--- src/rtl/dec_pkg.sv ---
package dec_pkg;
    localparam int PCW        = 16;
    localparam int INST_BYTES = 4;

    typedef enum logic [2:0] {
        ST_RUN      = 3'd0,
        ST_IDLE     = 3'd1,
        ST_SQ_START = 3'd2,
        ST_SQ       = 3'd3,
        ST_BLOCK    = 3'd4,
        ST_UNBLOCK  = 3'd5
    } dec_state_t;

    typedef struct packed {
        logic [PCW-1:0] pc;
        logic           is_br;
        logic [PCW-1:0] tgt;
        logic           pred_tk;
        logic [PCW-1:0] pred_tgt;
    } dec_inst_t;
endpackage

--- src/rtl/dec_skid.sv ---
module dec_skid import dec_pkg::*; #(
    parameter int W     = 2,
    parameter int DEPTH = 8,
    localparam int AW   = $clog2(DEPTH),
    localparam int CW   = $clog2(DEPTH + 1)
) (
    input  logic      clk,
    input  logic      rst_n,
    input  logic      flush,
    input  logic [CW-1:0] push_n,
    input  dec_inst_t push_data [W],
    input  logic [CW-1:0] pop_n,
    output dec_inst_t head [W],
    output logic [CW-1:0] count
);
    dec_inst_t     mem [DEPTH];
    logic [AW-1:0] rd_ptr, wr_ptr;

    always_ff @(posedge clk) begin
        if (!rst_n || flush) begin
            rd_ptr <= '0;
            wr_ptr <= '0;
            count  <= '0;
        end else begin
            wr_ptr <= wr_ptr + AW'(push_n);
            rd_ptr <= rd_ptr + AW'(pop_n);
            count  <= count + push_n - pop_n;
        end
    end

    always_ff @(posedge clk) begin
        for (int i = 0; i < W; i++) begin
            if (CW'(i) < push_n && !flush)
                mem[wr_ptr + AW'(i)] <= push_data[i];
        end
    end

    for (genvar g = 0; g < W; g++) begin : g_head
        assign head[g] = mem[rd_ptr + AW'(g)];
    end
endmodule

--- src/rtl/dec_brchk.sv ---
module dec_brchk import dec_pkg::*; #(
    parameter int W = 2
) (
    input  logic [W-1:0]   lane_v,
    input  dec_inst_t      lane [W],
    output logic [W-1:0]   keep,
    output logic           mis,
    output logic [PCW-1:0] fix_pc
);
    logic [W-1:0]   bad;
    logic [PCW-1:0] fix [W];

    for (genvar g = 0; g < W; g++) begin : g_lane
        assign bad[g] = lane[g].is_br
                      ? (!lane[g].pred_tk || lane[g].pred_tgt != lane[g].tgt)
                      : lane[g].pred_tk;
        assign fix[g] = lane[g].is_br ? lane[g].tgt
                                      : lane[g].pc + PCW'(INST_BYTES);
    end

    always_comb begin
        keep   = '0;
        mis    = 1'b0;
        fix_pc = '0;
        for (int i = 0; i < W; i++) begin
            if (!mis) begin
                keep[i] = lane_v[i];
                if (lane_v[i] && bad[i]) begin
                    mis    = 1'b1;
                    fix_pc = fix[i];
                end
            end
        end
    end
endmodule

--- src/rtl/dec_stage.sv ---
module dec_stage import dec_pkg::*; #(
    parameter int WIDTH      = 2,
    parameter int SKID_DEPTH = 8
) (
    input  logic                 clk,
    input  logic                 rst_n,
    input  logic [WIDTH-1:0]     fe_valid,
    input  logic [WIDTH*PCW-1:0] fe_pc,
    input  logic [WIDTH-1:0]     fe_is_br,
    input  logic [WIDTH*PCW-1:0] fe_tgt,
    input  logic [WIDTH-1:0]     fe_pred_tk,
    input  logic [WIDTH*PCW-1:0] fe_pred_tgt,
    input  logic                 stall_ren,
    input  logic                 stall_exe,
    input  logic                 stall_cmt,
    input  logic                 cm_squash,
    output logic [WIDTH-1:0]     rn_valid,
    output logic [WIDTH*PCW-1:0] rn_pc,
    output logic                 fe_block,
    output logic                 fe_unblock,
    output logic                 redir_valid,
    output logic [PCW-1:0]       redir_pc,
    output logic                 active,
    output logic [2:0]           stage_state
);
    localparam int CW = $clog2(SKID_DEPTH + 1);

    dec_state_t      state_q, state_d;
    dec_inst_t       fe_inst [WIDTH];
    dec_inst_t       skid_head [WIDTH];
    dec_inst_t       grp [WIDTH];
    logic [WIDTH-1:0] grp_v, keep, chk_v;
    logic [CW-1:0]   skid_cnt, push_n, pop_n, fe_cnt;
    logic            stall_any, use_skid, flowing, mis, flush, do_push, flow_state;

    assign stall_any  = stall_ren | stall_exe | stall_cmt;
    assign flow_state = (state_q == ST_RUN) || (state_q == ST_IDLE) || (state_q == ST_UNBLOCK);
    assign use_skid   = (state_q == ST_UNBLOCK) && (skid_cnt != '0);
    assign flowing    = !cm_squash && !stall_any && flow_state;

    for (genvar g = 0; g < WIDTH; g++) begin : g_lane
        assign fe_inst[g] = '{pc:       fe_pc[g*PCW +: PCW],
                              is_br:    fe_is_br[g],
                              tgt:      fe_tgt[g*PCW +: PCW],
                              pred_tk:  fe_pred_tk[g],
                              pred_tgt: fe_pred_tgt[g*PCW +: PCW]};
        assign grp[g]   = use_skid ? skid_head[g] : fe_inst[g];
        assign grp_v[g] = use_skid ? (CW'(g) < skid_cnt) : fe_valid[g];
        assign rn_pc[g*PCW +: PCW] = grp[g].pc;
    end

    always_comb begin
        fe_cnt = '0;
        for (int i = 0; i < WIDTH; i++) fe_cnt = fe_cnt + CW'(fe_valid[i]);
    end

    assign chk_v = flowing ? grp_v : '0;

    dec_brchk #(.W(WIDTH)) u_brchk (
        .lane_v (chk_v),
        .lane   (grp),
        .keep   (keep),
        .mis    (mis),
        .fix_pc (redir_pc)
    );

    assign flush   = cm_squash || mis;
    assign do_push = !flush && ((state_q == ST_BLOCK) || (stall_any && flow_state) || use_skid);
    assign push_n  = do_push ? fe_cnt : '0;
    assign pop_n   = (use_skid && flowing && !mis)
                   ? ((skid_cnt >= CW'(WIDTH)) ? CW'(WIDTH) : skid_cnt) : '0;

    dec_skid #(.W(WIDTH), .DEPTH(SKID_DEPTH)) u_skid (
        .clk       (clk),
        .rst_n     (rst_n),
        .flush     (flush),
        .push_n    (push_n),
        .push_data (fe_inst),
        .pop_n     (pop_n),
        .head      (skid_head),
        .count     (skid_cnt)
    );

    // State register
    always_ff @(posedge clk) begin
        if (!rst_n) state_q <= ST_IDLE;
        else        state_q <= state_d;
    end

    // Next state and handshake outputs
    always_comb begin
        state_d    = state_q;
        fe_block   = 1'b0;
        fe_unblock = 1'b0;
        if (cm_squash) begin
            state_d = ST_SQ_START;
        end else begin
            unique case (state_q)
                ST_RUN, ST_IDLE: begin
                    if (stall_any) begin
                        state_d  = ST_BLOCK;
                        fe_block = 1'b1;
                    end else if (mis) state_d = ST_SQ_START;
                    else              state_d = (|fe_valid) ? ST_RUN : ST_IDLE;
                end
                ST_BLOCK: begin
                    if (!stall_any) begin
                        state_d    = ST_UNBLOCK;
                        fe_unblock = 1'b1;
                    end
                end
                ST_UNBLOCK: begin
                    if (stall_any) begin
                        state_d  = ST_BLOCK;
                        fe_block = 1'b1;
                    end else if (mis)  state_d = ST_SQ_START;
                    else if (!use_skid) state_d = ST_RUN;
                end
                ST_SQ_START: state_d = ST_SQ;
                ST_SQ:       state_d = ST_RUN;
                default:     state_d = ST_IDLE;
            endcase
        end
    end

    assign rn_valid    = keep;
    assign redir_valid = mis;
    assign active      = (|keep) || (skid_cnt != '0);
    assign stage_state = state_q;
endmodule

--- config.mk ---
export PLATFORM = sky130hd
export DESIGN_NAME = dec_stage
export DESIGN_NICKNAME = d
export VERILOG_FILES = /design/src/rtl/dec_pkg.sv /design/src/rtl/dec_skid.sv /design/src/rtl/dec_brchk.sv /design/src/rtl/dec_stage.sv
export SDC_FILE = /design/constraint.sdc
export NUM_CORES = 1
export LEC_CHECK = 0
export CAP_MARGIN = 20
export CORE_MARGIN = 5
export CORE_UTILIZATION = 59
export DETAILED_ROUTE_END_ITERATION = 6
export DONT_BUFFER_PORTS = 1
export PLACE_DENSITY = 0.78
export SKIP_LAST_GASP = 1
export SLEW_MARGIN = 10
export SYNTH_ARGS = -nofsm -noshare
export SYNTH_HDL_FRONTEND = slang
export SYNTH_SLANG_ARGS = --single-unit
--- constraint.sdc ---
create_clock -name clk -period 5 [get_ports clk]
set_input_delay 0.5 -clock clk [delete_from_list [all_inputs] [get_ports clk]]
set_output_delay 0.5 -clock clk [all_outputs]
set_load 0.02 [all_outputs]
# Word-level counts from Yosys, hierarchy flattened
# Memory sizes are Yosys's and may differ from the RTL's. A register that Yosys moved wholly into a read port is not among the register bits.
# Cells that the tools add are included.
totals:
  reg_bits: 13
  latchBits: 0
  ramBits: 400
  rom_bits: 0
  in_bits: 108
  out_inout_bits: 57
  wordCells: 109
  memories: 1
memory_table:
  columns: ["memory", "depth", "word_bits", "read_ports", "rd_ports_with_merged_regs", "write_ports", "line_no", "source"]
  rows:
  - ["u_skid.mem", 8, 50, 2, 1, 2, "dec_skid.sv:16", "dec_inst_t mem [DEPTH];"]
op_classes:
  add_sub_neg: 9
  multipliers: 0
  div_mod_pow: 0
  order_cmp: 5
  eq_ne: 11
  n_shift: 0
  n_mux: 39
  bitwise_logic: 3
  n_reduce_logical: 36
op_table:
  columns: ["operator", "n"]
  rows:
  - ["$mux 50", 2]
  - ["$mux 16", 5]
  - ["$add 16x3->16 const B", 2]
  - ["$ne 16x16->1", 2]
  - ["$mux 1", 19]
  - ["$mux 3", 6]
  - ["$pmux 3 s5", 1]
  - ["$logic_and 1x1->1", 11]
  - ["$logic_or 1x1->1", 9]
  - ["$lt 1x4->1 const A", 2]
  - ["$mux 2", 4]
  - ["$mux 4", 2]
  - ["$reduce_or 2->1", 4]
  - ["$logic_not 1->1", 7]
  - ["$add 3x1->3 const B", 2]
  - ["$eq 3x2->1 const B", 2]
  - ["$eq 3x3->1 const B", 2]
  - ["$ne 5x5->1 const B", 1]
  - ["$add 4x2->4", 1]
  - ["$ge 4x2->1 const B", 1]
  - ["$lt 1x2->1 const A", 2]
  - ["$ne 4x4->1 const B", 1]
  - ["$reduce_and 2->1", 2]
  - ["$reduce_bool 4->1", 1]
  - ["other kinds (11)", 12]

# Depth between registers and ports, before layout
depth:
  depth_word: 17
  depth_mapped: 23
  ltp_nobuf: 18

# Cells and area by module
# From an unflattened synthesis, not the netlist that was laid out.
hier_totals:
  hier_cells: 1688
  area_unflattened_um2: 26561.7
modules_own_cells:
  columns: ["mod", "instances", "cells_per_inst", "area_each_um2", "seq_area_each_um2"]
  rows:
  - ["dec_skid", 1, 1288, 23416.2, 12211.7]
  - ["dec_stage", 1, 194, 1789.2, 60.1]
  - ["dec_brchk", 1, 206, 1356.3, 0.0]

# Worst setup path after synthesis
# Ideal clock, no wire load.
synth_timing:
  path_kind: "register to register"
  from: "reg u_skid.rd_ptr[0]"
  to: "mem u_skid.mem[4][0] in the netlist's numbering, enable pin"
  setup_time_ps: 409
  arrival_ps: 5150
  required_ps: 4591
  setup_slack_ps: -559
  stages_incl_launch_ff: 13
  n_path_buf: 2
  period_less_slack_ps: 5559
  path_cell_list: "dfxtp_1 > ha_1 > buf_2 > mux4_2 > a22o_1 > o211a_1 > or4b_1 > or4_1 > or4_4 > a211oi_2 > nand2_1 > buf_1 > nand2_1"
synth_lines:
  columns: ["item", "line_no", "source"]
  rows:
  - ["start: declaration", "dec_skid.sv:17", "logic [AW-1:0] rd_ptr, wr_ptr;"]
  - ["start signal: assignment", "dec_skid.sv:26", "rd_ptr <= rd_ptr + AW'(pop_n);"]
  - ["end: declaration", "dec_skid.sv:16", null]

# Final worst setup path
layout_timing:
  from: "reg u_skid.rd_ptr[1]"
  to: "reg u_skid.count[3]"
layout_between:
  elab_chain_cells: 15
  word_cells_on_any_way: 20
  classes_between: "add/sub (3); eq/ne (1); mux (6); reduce/logical (9); memory (1)"
layout_rtl:
  columns: ["item", "line_no", "source"]
  rows:
  - ["$add 3x1->3 *", "dec_skid.sv:39", "assign head[g] = mem[rd_ptr + AW'(g)];"]
  - ["$mem_v2 8x50 *", null, null]
  - ["$mux 50 *", "dec_stage.sv:47", "assign grp[g] = use_skid ? skid_head[g] : fe_inst[g];"]
  - ["$ne 16x16->1 or $logic_not 1->1 (tied branches)", "dec_brchk.sv:15", "? (!lane[g].pred_tk || lane[g].pred_tgt != lane[g].tgt)"]
  - ["$logic_or 1x1->1", "dec_brchk.sv:15", null]
  - ["$mux 1 *", "dec_brchk.sv:15", null]
  - ["$logic_and 1x1->1 *", "dec_brchk.sv:28", "if (lane_v[i] && bad[i]) begin"]
  - ["$mux 1 *", "dec_brchk.sv:28", null]
  - ["$mux 1 *", "dec_brchk.sv:26", "if (!mis) begin"]
  - ["$logic_or 1x1->1", "dec_stage.sv:67", "assign flush = cm_squash || mis;"]
  - ["$logic_not 1->1", "dec_stage.sv:68", "assign do_push = !flush && ((state_q == ST_BLOCK) || (stall_any && flow_state) || use_skid);"]
  - ["$logic_and 1x1->1", "dec_stage.sv:68", null]
  - ["$mux 2", "dec_stage.sv:69", "assign push_n = do_push ? fe_cnt : '0;"]
  - ["$add 4x2->4", "dec_skid.sv:27", "count <= count + push_n - pop_n;"]
  - ["$sub 4x4->4", "dec_skid.sv:27", null]
  - ["end signal: assignment", "dec_skid.sv:27", null]
  - ["end: declaration", "dec_skid.sv:14", "output logic [CW-1:0] count"]
# Every way passes the cells marked *; elsewhere a longest branch is shown, timed or not.
# A chain may end at the register's enable or synchronous reset.

==> flow_metrics.py <==
metrics = {
    "route": {
        "vias": 19541,
        "drc": 0,
        "drt_wl_total_mm": 89.0,
        "drtAntennaViolNets": 0,
        "wire_per_inst_um": 32.8,
        "drt_iter0_markers": 2632,
        "drtPass1Iterations": 5,
        "via_per_inst": 7.19,
    },
    "clocking": {
        "clk_latency_ns": 0.59,
        "cts_root_buf": "clkbuf_16",
        "clock-sinks": 413,
        "cts_tree": "yes",
        "cts_buffers": 46,
        "cts.clk_slew.worst_paths_ns": 0.06,
        "clk_path_buf_depth": 3,
        "htreeDepth": 2,
    },
    "global_routing": {
        "grt_use_total_pct": 35.2,
        "antenna_found_initial": 0,
        "grt_pass1_wl_mm": 127,
        "grt.overflow.total": 0,
        "grt_max_degree": 64,
        "first_global_vias": 19553,
    },
    "worst_setup_path": {
        "max_stage_delay_ns": 0.62,
        "cp.required_ns": 5.46,
        "rr_worst_depth": 19,
        "end_kind": "flip-flop",
        "path_class": "reg -> reg",
        "cp_max_fo": 26,
        "regToRegStartpoint": "u_skid.rd_ptr[1]$_SDFF_PP0_",
        "r2r_end": "u_skid.count[3]$_SDFF_PP0_",
        "cp.arrival_ns": 5.64,
        "cp-start-kind": "flip-flop",
        "r2r_slack_ns": -0.18,
        "crit_chain": "ha_4 -> buf_12 -> buf_4 -> buf_6 -> mux2_2 -> o22ai_1 -> o31ai_1 -> buf_4 -> xor2_1 -> nand4_1 -> or4_4 -> a21o_1 -> or3_4 -> fa_1 -> ha_1 -> a21o_1 -> a21oi_2 -> xnor2_1 -> nor3_1",
        "crit_slowest_cell": "or4_4",
    },
    "logic_synthesis": {
        "yosysUniqueCellTypes": 67,
        "synth_flop_cell": "edfxtp_1",
        "syn_nets": 2001,
        "ys_seq_area_share_pct": 46.9,
        "yosysTopAreaCell": "edfxtp_1",
        "synth_top_area_share_pct": 45.9,
        "synthArstFlopShare_pct": 0,
        "ys_warn_count": 0,
        "yosys-top-cells-count": "406 x mux2_2, 400 x edfxtp_1, 170 x mux4_2",
        "yosys.cell_count.top_type": "mux2_2",
        "synth-edff-count": 400,
        "netlist_instances": 1876,
        "syn_avg_cell_area_um2": 14.0,
        "synth_area_leaders": "edfxtp_1 46%, mux2_2 17%, mux4_2 15%, mux2i_1 2.7%, nand2_1 2.1%",
        "ys_ff_latch": 413,
        "syn_area_um2": 26200,
    },
    "power_and_ir_drop": {
        "power.net_switching_mw": 1.87,
        "power.leakage_nw": 10.5,
        "p_int_mw": 6.17,
        "swShare_pct": 23.3,
        "combPwrFrac_pct": 10.0,
        "power_frac_seq_pct": 48.3,
        "clkPwrFrac_pct": 41.7,
        "total_power_mw": 8.04,
        "ir_worst_vdd_mv": 0.321,
        "p_per_area_nw_per_um2": 257,
    },
    "min_path": {
        "holdPathEnd": "stage_state[1]$_SDFFE_PN0P_",
        "hold_class": "in -> reg",
        "hold_depth": 2,
        "hold_start": "cm_squash",
    },
    "timing": {
        "fin_skew_ns": 0.0176,
        "worst_pin_slew_ns": 0.900,
        "fmax_mhz": 193,
        "slew_violations": 0,
        "finalCritPeriodShare_pct": 104,
        "finalHoldViolations": 0,
        "maxSlewHeadroom_pct": 39.4,
        "rsz0062_at_grt": "true",
        "worst_slack_ns": -0.179,
        "fin_crit_ns": 5.18,
        "finalSetupViolCount": 169,
    },
    "final_layout": {
        "syn_to_final_growth_pct": 19.6,
        "antenna_cells": 0,
        "drive_above_1_share_pct": 46.8,
        "fin_nets": 2213,
    },
    "place": {
        "post-place-ws_ns": -0.325,
        "place_congestion": 0.973,
        "numPortBuffers": 0,
        "dp_hpwl_mm": 58.1,
    },
    "floorplan": {
        "die_width_um": 221,
        "start_util_pct": 59.5,
        "rows": 77,
        "io_pins": 165,
        "core_area_um2": 44000,
        "die-area_um2": 48700,
        "die_y_um": 221,
    },
    "status": {
        "violations": "negative setup slack",
        "status": "finished, violations left",
    },
    "flow_run": {
        "cap_violations": 0,
    },
}
-- layer usage --
metal | up-vias | track usage, % | share of wire (%)
met1 | 9685 | 46.7 | 34
li1 | 7894 | - | -
met2 | 1594 | 54.5 | 46
met3 | 368 | 9.00 | 13
met4 | 0 | 17.9 | 6.6
met5 | - | 0 | 0
-- worst max-delay path, delay by kind of cell (launching register included) --
kind                       cells  cell delay [ns]
adders and majority gates      3             1.04
xor gates and xnor gates       2             0.33
muxes                          1             0.38
DFF                            1             0.36
AOI/OAI and AO/OA              5             0.87
buffers and inverters          4             0.75
and+or+nand+nor                4             1.30
-- sequential cells by signal, summed over array words and instances (netlist names) --
name and count:
u_skid.rd_ptr 3, u_skid.wr_ptr 3, stage_state 3, u_skid.count 4
u_skid.mem 400
-- power groups by stage --
stage          registers (mW)  logic [mW]  clock network [mW]
2_1_floorplan            3.95       0.482                   0
3_3_place_gp             3.95       0.729                   0
3_5_place_dp             3.95       0.750                   0
4_1_cts                  3.88       0.766                3.36
5_1_grt                  3.88       0.845                3.51
6_report                 3.88       0.806                3.35
-- worst max-delay path by stage --
stage               cells after the start                         end                   startpoint  slack [ns]
floorplan                              14                redir_pc[15]  u_skid.rd_ptr[1]$_SDFF_PP0_        0.01
global placement                       17  u_skid.count[3]$_SDFF_PP0_  u_skid.rd_ptr[0]$_SDFF_PP0_       -0.30
detailed placement                     19  u_skid.count[3]$_SDFF_PP0_  u_skid.rd_ptr[0]$_SDFF_PP0_       -0.32
CTS                                    16  u_skid.count[3]$_SDFF_PP0_  u_skid.rd_ptr[0]$_SDFF_PP0_       -0.08
global route                           19  u_skid.count[3]$_SDFF_PP0_  u_skid.rd_ptr[0]$_SDFF_PP0_       -0.34
finish                                 19  u_skid.count[3]$_SDFF_PP0_  u_skid.rd_ptr[1]$_SDFF_PP0_       -0.18
-- metrics by stage --
stage          area (µm²)  setup TNS, ns  hold slack [ns]  utilization (%)  cells
6_report            31300          -5.75           0.0447             71.1   2718
3_5_place_dp        29100         -69.74            0.593             66.1   2597
3_3_place_gp        29100         -52.31            0.594             66.1   2595
5_1_grt             31300         -51.54           0.0418             71.1   2718
4_1_cts             30800        -0.0825           0.0303             70.0   2696
2_1_floorplan       26300              0            0.579                -   1876
-- final cells by class --
class,count,area (µm²)
timing repair buffer,301,3320
inverter,38,143
clock inverter,32,218
multi-input combinational,1288,13400
sequential,413,12300
fill,2827,12700
clock buffer,54,1240
tap,592,741
-- layout by cell type, fill, tap and decap left out, types with 5 or more instances in the layout --
cell type | netlist | layout
nor2_1 | 59 | 57
and2_1 | 10 | 8
xor2_1 | 19 | 19
o22ai_1 | 35 | 34
nand2_1 | 149 | 140
mux2_1 | 32 | 32
buf_4 | 10 | 209
o31ai_1 | 7 | 7
edfxtp_1 | 400 | 400
buf_12 | 0 | 61
a31o_2 | 13 | 9
a21oi_1 | 92 | 90
ha_1 | 13 | 12
nor3_1 | 24 | 22
buf_6 | 13 | 11
mux2_2 | 406 | 406
o21ai_0 | 18 | 18
a22o_1 | 5 | 5
nand3_1 | 15 | 15
clkinv_1 | 1 | 18
inv_1 | 37 | 37
clkbuf_1 | 43 | 5
nand2_2 | 0 | 5
clkinv_2 | 0 | 11
mux2i_1 | 70 | 70
mux4_2 | 170 | 170
xnor2_1 | 46 | 45
clkbuf_16 | 0 | 60
a31oi_1 | 16 | 16
nand2b_1 | 6 | 6
nand4_1 | 9 | 9
dfxtp_1 | 13 | 10
and3_1 | 6 | 6
-- what timing repair did --
item,CTS,global route
endpoints found under the hold margin,1,0
resized for setup,16,29
pin swaps,5,6
endpoints found under the setup margin,493,468
gates cloned,1,12
hold buffers,1,0
setup buffers,12,9
-- kinds of logic (layout without fill, tap and decap cells) --
family / Yosys count / in the layout / share of synthesized area [%]
AOI/OAI and AO/OA: 217 / 217 / 5.10
xor gates and xnor gates: 66 / 66 / 2.28
adders and majority gates: 17 / 17 / 0.927
buffers and inverters: 175 / 425 / 3.18
DFF: 413 / 413 / 46.9
muxes: 678 / 678 / 36.1
and+or+nand+nor: 310 / 310 / 5.51
Note: power is estimated with default switching activity, not from simulation.
